--- src/rtl/brlink_pkg.sv ---
package brlink_pkg;

   // Opcodes of the two branch forms
   localparam int unsigned OPC_BRANCH = 8;
   localparam int unsigned OPC_BRLINK = 9;

   // Branch condition codes
   typedef enum logic [2:0] {
      CND_NEVER   = 3'b000,
      CND_ALWAYS  = 3'b001,
      CND_ZERO    = 3'b010,
      CND_NONZERO = 3'b011,
      CND_PLUS    = 3'b100,
      CND_MINUS   = 3'b101,
      CND_RSV6    = 3'b110,
      CND_RSV7    = 3'b111
   } cond_e;

   localparam int unsigned COND_W = 3;

endpackage

--- src/rtl/brlink_decode.sv ---
module brlink_decode #(
   parameter int unsigned OPC_W = 5
) (
   input  logic             in_valid,
   input  logic [OPC_W-1:0] opcode,
   output logic             is_branch,
   output logic             is_link
);
   import brlink_pkg::*;

   localparam logic [OPC_W-1:0] OP_B  = OPC_W'(OPC_BRANCH);
   localparam logic [OPC_W-1:0] OP_BL = OPC_W'(OPC_BRLINK);

   generate
      if (OPC_W < 4) begin : g_bad_w
         $error("brlink_decode: OPC_W must hold opcode 9");
      end
   endgenerate

   always_comb begin
      is_link   = in_valid && (opcode == OP_BL);
      is_branch = in_valid && ((opcode == OP_B) || (opcode == OP_BL));
   end

endmodule

--- src/rtl/brlink_cond_eval.sv ---
module brlink_cond_eval #(
   parameter int unsigned DATA_W = 32,
   parameter int unsigned LANE_W = 8
) (
   input  logic [2:0]        cond,
   input  logic [DATA_W-1:0] operand,
   output logic              cond_met
);
   import brlink_pkg::*;

   localparam int unsigned NUM_LANES = (DATA_W + LANE_W - 1) / LANE_W;
   localparam int unsigned PAD_W     = NUM_LANES * LANE_W;
   localparam int unsigned SIGN_BIT  = DATA_W - 1;

   generate
      if (DATA_W < 2) begin : g_bad_data
         $error("brlink_cond_eval: DATA_W must be at least 2");
      end
      if (LANE_W < 1) begin : g_bad_lane
         $error("brlink_cond_eval: LANE_W must be at least 1");
      end
   endgenerate

   logic [PAD_W-1:0]     padded;
   logic [NUM_LANES-1:0] lane_any;
   logic                 is_zero;
   logic                 is_neg;

   always_comb begin
      padded = '0;
      padded[DATA_W-1:0] = operand;
   end

   // Zero detect split into lanes so the OR tree is balanced per slice
   generate
      for (genvar g = 0; g < NUM_LANES; g++) begin : g_lane
         assign lane_any[g] = |padded[g*LANE_W +: LANE_W];
      end
   endgenerate

   assign is_zero = ~|lane_any;
   assign is_neg  = operand[SIGN_BIT];

   always_comb begin
      unique case (cond_e'(cond))
         CND_ALWAYS:  cond_met = 1'b1;
         CND_ZERO:    cond_met = is_zero;
         CND_NONZERO: cond_met = ~is_zero;
         CND_PLUS:    cond_met = ~is_neg;
         CND_MINUS:   cond_met = is_neg;
         default:     cond_met = 1'b0;
      endcase
   end

endmodule

--- src/rtl/brlink_pc_select.sv ---
module brlink_pc_select #(
   parameter int unsigned ADDR_W = 32
) (
   input  logic              is_branch,
   input  logic              is_link,
   input  logic              cond_met,
   input  logic [ADDR_W-1:0] target,
   input  logic [ADDR_W-1:0] pc_in,
   output logic              take,
   output logic [ADDR_W-1:0] next_pc,
   output logic              link_we,
   output logic [ADDR_W-1:0] link_data
);

   always_comb begin
      take      = is_branch & cond_met;
      next_pc   = take ? target : pc_in;
      link_we   = is_link;
      link_data = pc_in;
   end

endmodule

--- src/rtl/brlink_unit.sv ---
module brlink_unit #(
   parameter int unsigned DATA_W  = 32,
   parameter int unsigned OPC_W   = 5,
   parameter int unsigned LANE_W  = 8,
   parameter bit          OUT_REG = 1'b1
) (
   input  logic              clk,
   input  logic              rst_n,
   input  logic              in_valid,
   input  logic [OPC_W-1:0]  opcode,
   input  logic [2:0]        cond,
   input  logic [DATA_W-1:0] target,
   input  logic [DATA_W-1:0] operand,
   input  logic [DATA_W-1:0] pc_in,
   output logic              out_valid,
   output logic              take,
   output logic [DATA_W-1:0] next_pc,
   output logic              link_we,
   output logic [DATA_W-1:0] link_data
);

   logic              is_branch;
   logic              is_link;
   logic              cond_met;
   logic              c_take;
   logic              c_link_we;
   logic [DATA_W-1:0] c_next_pc;
   logic [DATA_W-1:0] c_link_data;

   brlink_decode #(.OPC_W(OPC_W)) u_decode (
      .in_valid  (in_valid),
      .opcode    (opcode),
      .is_branch (is_branch),
      .is_link   (is_link)
   );

   brlink_cond_eval #(.DATA_W(DATA_W), .LANE_W(LANE_W)) u_cond (
      .cond     (cond),
      .operand  (operand),
      .cond_met (cond_met)
   );

   brlink_pc_select #(.ADDR_W(DATA_W)) u_sel (
      .is_branch (is_branch),
      .is_link   (is_link),
      .cond_met  (cond_met),
      .target    (target),
      .pc_in     (pc_in),
      .take      (c_take),
      .next_pc   (c_next_pc),
      .link_we   (c_link_we),
      .link_data (c_link_data)
   );

   generate
      if (OUT_REG) begin : g_reg
         always_ff @(posedge clk) begin
            if (!rst_n) begin
               out_valid <= 1'b0;
               take      <= 1'b0;
               link_we   <= 1'b0;
               next_pc   <= '0;
               link_data <= '0;
            end else begin
               out_valid <= in_valid;
               take      <= c_take;
               link_we   <= c_link_we;
               next_pc   <= c_next_pc;
               link_data <= c_link_data;
            end
         end
      end else begin : g_comb
         assign out_valid = in_valid;
         assign take      = c_take;
         assign link_we   = c_link_we;
         assign next_pc   = c_next_pc;
         assign link_data = c_link_data;
      end
   endgenerate

endmodule

--- config.mk ---
export PLATFORM = sky130hd
export DESIGN_NAME = brlink_unit
export DESIGN_NICKNAME = d
export VERILOG_FILES = /design/src/rtl/brlink_pkg.sv /design/src/rtl/brlink_decode.sv /design/src/rtl/brlink_cond_eval.sv /design/src/rtl/brlink_pc_select.sv /design/src/rtl/brlink_unit.sv
export SDC_FILE = /design/constraint.sdc
export NUM_CORES = 1
export LEC_CHECK = 0
export ABC_CLOCK_PERIOD_IN_PS = 2100
export BUFFER_PORTS_ARGS = -buffer_cell sky130_fd_sc_hd__clkbuf_2
export CORE_ASPECT_RATIO = 1.75
export CORE_MARGIN = 5
export CORE_UTILIZATION = 39
export CTS_CLUSTER_SIZE = 28
export DETAILED_ROUTE_END_ITERATION = 8
export GPL_TIMING_DRIVEN = 0
export PLACE_DENSITY = 0.78
export SKIP_CTS_REPAIR_TIMING = 1
export SYNTH_ARGS = -nofsm -noshare
export SYNTH_HDL_FRONTEND = slang
export SYNTH_SLANG_ARGS = --single-unit
--- constraint.sdc ---
create_clock -name clk -period 2.1 [get_ports clk]
set_input_delay 0.42 -clock clk [delete_from_list [all_inputs] [get_ports clk]]
set_output_delay 0.42 -clock clk [all_outputs]
set_load 0.05 [all_outputs]
# == After elaboration in Yosys (flattened, before gate mapping) ==
# Cells that the tools add are included.
# word_totals
register_bits,67
latch_bits,0
ramBits,0
mem_bits_ro,0
in_bits,107
out_inout_bits,67
elab_cells,21
n_memories,0
# classes
add_sub_neg,0
multipliers,0
div,0
magnitude_cmp,0
n_eq_ne,7
shifts,0
n_mux,2
n_bitwise,2
n_reduce_logical,5
# ops
op,count
$mux 32,1
$reduce_or 32->1,1
$eq 5x4->1 const B,2
$eq 3x2->1 const B,2
$eq 3x3->1 const B,2
$pmux 1 s5,1
$eq 3x1->1 const B,1
$logic_and 1x1->1,2
$and 1x1->1,1
$logic_not 1->1,1
$logic_or 1x1->1,1
$not 1->1,1

# == Longest topological paths before layout ==
# logic_depth
ltp_word,5
mapped_depth,6
mapped_depth_nobuf,5

# == Cells and area by module ==
# From an unflattened synthesis, not the netlist that was laid out.
# hier_totals
hier_cells,231
hier_area_um2,2717.6
# by_module_without_submodules
mod,n_inst,cells_per_inst,area_each_um2,seq_area_each_um2
brlink_unit,1,141,1816.7,1341.3
brlink_pc_select,1,70,760.7,0.0
brlink_cond_eval,1,17,112.6,0.0
brlink_decode,1,3,27.5,0.0

# == Worst setup path after synthesis ==
# No wires, ideal clock.
# synth_path
kind,in2reg
from,input port operand[25]
to,register next_pc[0]
setup_time_ns,0.072
t_arrival_ns,1.753
required_ns,2.028
setup_slack_ns,0.275
path_stages,6
path_buffers,1
cell_sequence,nor4_2 nand4_1 or2_1 o211ai_4 buf_12 mux2i_1
# synth_between
elab_chain_len,5
# synth_lines
item,line_no,rtl
from (decl),brlink_unit.sv:13,"input logic [DATA_W-1:0] operand,"
$reduce_or 32->1 *,brlink_cond_eval.sv:41,assign is_zero = ~|lane_any;
$logic_not 1->1,brlink_cond_eval.sv:41,
$pmux 1 s5 *,brlink_cond_eval.sv:45,unique case (cond_e'(cond))
$and 1x1->1 *,brlink_pc_select.sv:16,take = is_branch & cond_met;
$mux 32 *,brlink_pc_select.sv:17,next_pc = take ? target : pc_in;
to (signal assigned),brlink_unit.sv:68,next_pc <= c_next_pc;
to (decl),brlink_unit.sv:17,"output logic [DATA_W-1:0] next_pc,"
# Every way passes the cells marked *; elsewhere a longest branch is shown, timed or not.
# A chain may end at the register's enable or synchronous reset.

# == Worst setup path in the final report ==
# layout_path
from,input port operand[25]
to,register next_pc[5]
# The elaborated chain is that of the path after synthesis.

==> impl_metrics.csv <==
group,metric,value,unit
logic_synthesis,syn-cell-area,2300,um^2
min_path,hold_path_class,"in2reg",
floorplan,die_height,112,um
finish,diodes,0,
placement,dp_cells,479,
timing,rsz0062_at_grt,"false",
setup_path,crit_required,2370,ps
logic_synthesis,syn_nets,336,
timing,slew_headroom,62.4,%
setup_path,crit_type,"in2reg",
global_routing,grt.total_usage,18.1,%
finish,final_cells,494,
global_routing,grt_overflow,0,
setup_path,crit_arrival,2060,ps
min_path,hold-path-endpoint,"link_data[16]$_SDFF_PN0_",
detailed_routing,drt-initial-drc-count,121,
timing,tightest_slew,564,ps
timing,tns,0,ps
logic_synthesis,yosysSeqAreaShare,58.3,%
detailed_routing,vias_per_cell,4.39,
clock_network,clockRootBuffer,"clkbuf_8",
placement,io_buffers,172,
placement,dpl.hpwl,5450,um
finish,final_common_cell,"clkbuf_2",
detailed_routing,wl,6570,um
finish,syn_to_final_growth,48.6,%
clock_network,h-tree-depth,3,
finish,nets,519,
timing,setup_viol,0,
clock_network,clock_sinks,67,
global_routing,grt_start_max_net_pins,11,
setup_path,start_kind,"input pin",
global_routing,grt_antenna_before_repair,0,
finish,final_cell_mix,"clkbuf_2, dfxtp_1, nand2_1",
flow_run,max-cap-violations,0,
detailed_routing,drtPass1Iterations,4,
floorplan,initial_core_util,39.4,%
clock_network,clk_pin_slew,70,ps
setup_path,path_max_fanout,10,
placement,dp_slack,-104,ps
clock_network,cts_tree,"built",
finish,post-route-util,58.6,%
floorplan,die_w,68.0,um
finish,fillCellCount,560,
timing,clock.fmax,558,MHz
timing,post-route-period-util,85.3,%
logic_synthesis,synth_warnings,0,
clock_network,tritoncts.num_buffers,9,
detailed_routing,drtAntennaViolNets,0,
global_routing,grt_pass1_vias,2256,
floorplan,row_count,37,
detailed_routing,drt-wirelength-per-cell,13.3,um
floorplan,fp.dieArea,7590,um^2
logic_synthesis,syn_area_per_cell,10.0,um^2
global_routing,grt_pass1_wl,10200,um
min_path,hold_depth,3,
outcome,outcome,"finished clean",
clock_network,clockBufferDepth,2,
power,power,2770,uW
timing,period_needed,1790,ps
timing,postLayoutSetupSlackWorst,308,ps
logic_synthesis,syn_inst,229,
placement,gp_congestion,0.730,
power,ir_drop,0.426,mV
power,powerDensity,811,nW/um^2
floorplan,io_pins,174,
detailed_routing,vias,2170,
timing,report.final.hold_viol_count,0,
floorplan,fp.coreArea,5830,um^2
min_path,hold_start,"pc_in[16]",
setup_path,end_kind,"flop",
timing,final_max_slew_viol_count,0,
logic_synthesis,synth_cell_types,20,
logic_synthesis,synth_seq_cells,67,
power,power.leakage,0.00191,uW
detailed_routing,drc,0,
finish,final_layout_size_suffix_gt1_share,46.4,%
-- metrics by stage --
stage | instance area (um^2) | hold slack, ps
after floorplan | 2300 | 531
after global placement | 3260 | 616
after detailed placement | 3260 | 625
after CTS | 3420 | 245
after global routing | 3420 | 268
final | 3420 | 272
-- cell type report --
type	count	area (um^2)	share of cell area, %
Buffer	10	86.3	2.53
Tap cell	78	97.6	2.86
Clock inverter	3	15.0	0.439
Timing Repair Buffer	172	861	25.2
Sequential cell	67	1340	39.2
Inverter	33	124	3.62
Clock buffer	12	145	4.25
Multi-Input combinational cell	119	748	21.9
-- how the worst max path moves through the flow --
stage | startpoint | endpoint | slack [ps] | cells past startpoint
floorplan | operand[25] | next_pc[0]$_SDFF_PN0_ | 280 | 6
global placement | operand[22] | next_pc[31]$_SDFF_PN0_ | -70 | 7
detailed placement | operand[22] | next_pc[5]$_SDFF_PN0_ | -100 | 7
CTS | operand[22] | next_pc[5]$_SDFF_PN0_ | 280 | 7
global route | operand[22] | next_pc[5]$_SDFF_PN0_ | 170 | 7
finish | operand[25] | next_pc[5]$_SDFF_PN0_ | 310 | 7
-- report_power, final --
part           internal [uW]  switching (uW)
clock                    448             447
sequential              1340            17.8
combinational            153             367
total                   1940             832
-- logic make-up after synthesis --
logic type | synth area share (%)
DFF | 58.3
and+or+nand+nor | 16.9
muxes | 13.9
buffers and inverters | 9.14
AOI/OAI and AO/OA | 1.31
xor gates and xnor gates | 0.381
-- cell usage after synthesis (all sizes together) --
master / count / area, um^2
dfxtp: 67 / 1340
nand2: 64 / 240
inv: 33 / 124
mux2i: 32 / 320
nor4: 8 / 75.1
clkbuf: 7 / 26.3
buf: 3 / 60.1
and2: 2 / 12.5
nand4: 2 / 12.5
nor2: 2 / 7.51
and3: 1 / 6.26
and4b: 1 / 10.0
nand2b: 1 / 6.26
nand3: 1 / 5.00
nand3b: 1 / 7.51
o2111ai: 1 / 8.76
o211ai: 1 / 21.3
or2: 1 / 6.26
xnor2: 1 / 8.76
-- registers in the layout, indices dropped and copies added (netlist names) --
name and flops:
link_data 32, next_pc 32, link_we 1, out_valid 1
take 1
-- routing by layer --
layer	track usage [%]	wire, um
met5	0	0
met4	9.83	212
met3	8.48	777
met2	32.3	3510
met1	15.8	2070
-- critical path, cell delays in order --
cell,delay [ps]
clkbuf_2,100
nor4_2,310
nand4_1,150
or2_1,280
o211ai_4,400
buf_12,200
mux2i_1,190
No activity file was read; power rests on OpenSTA's default activity.
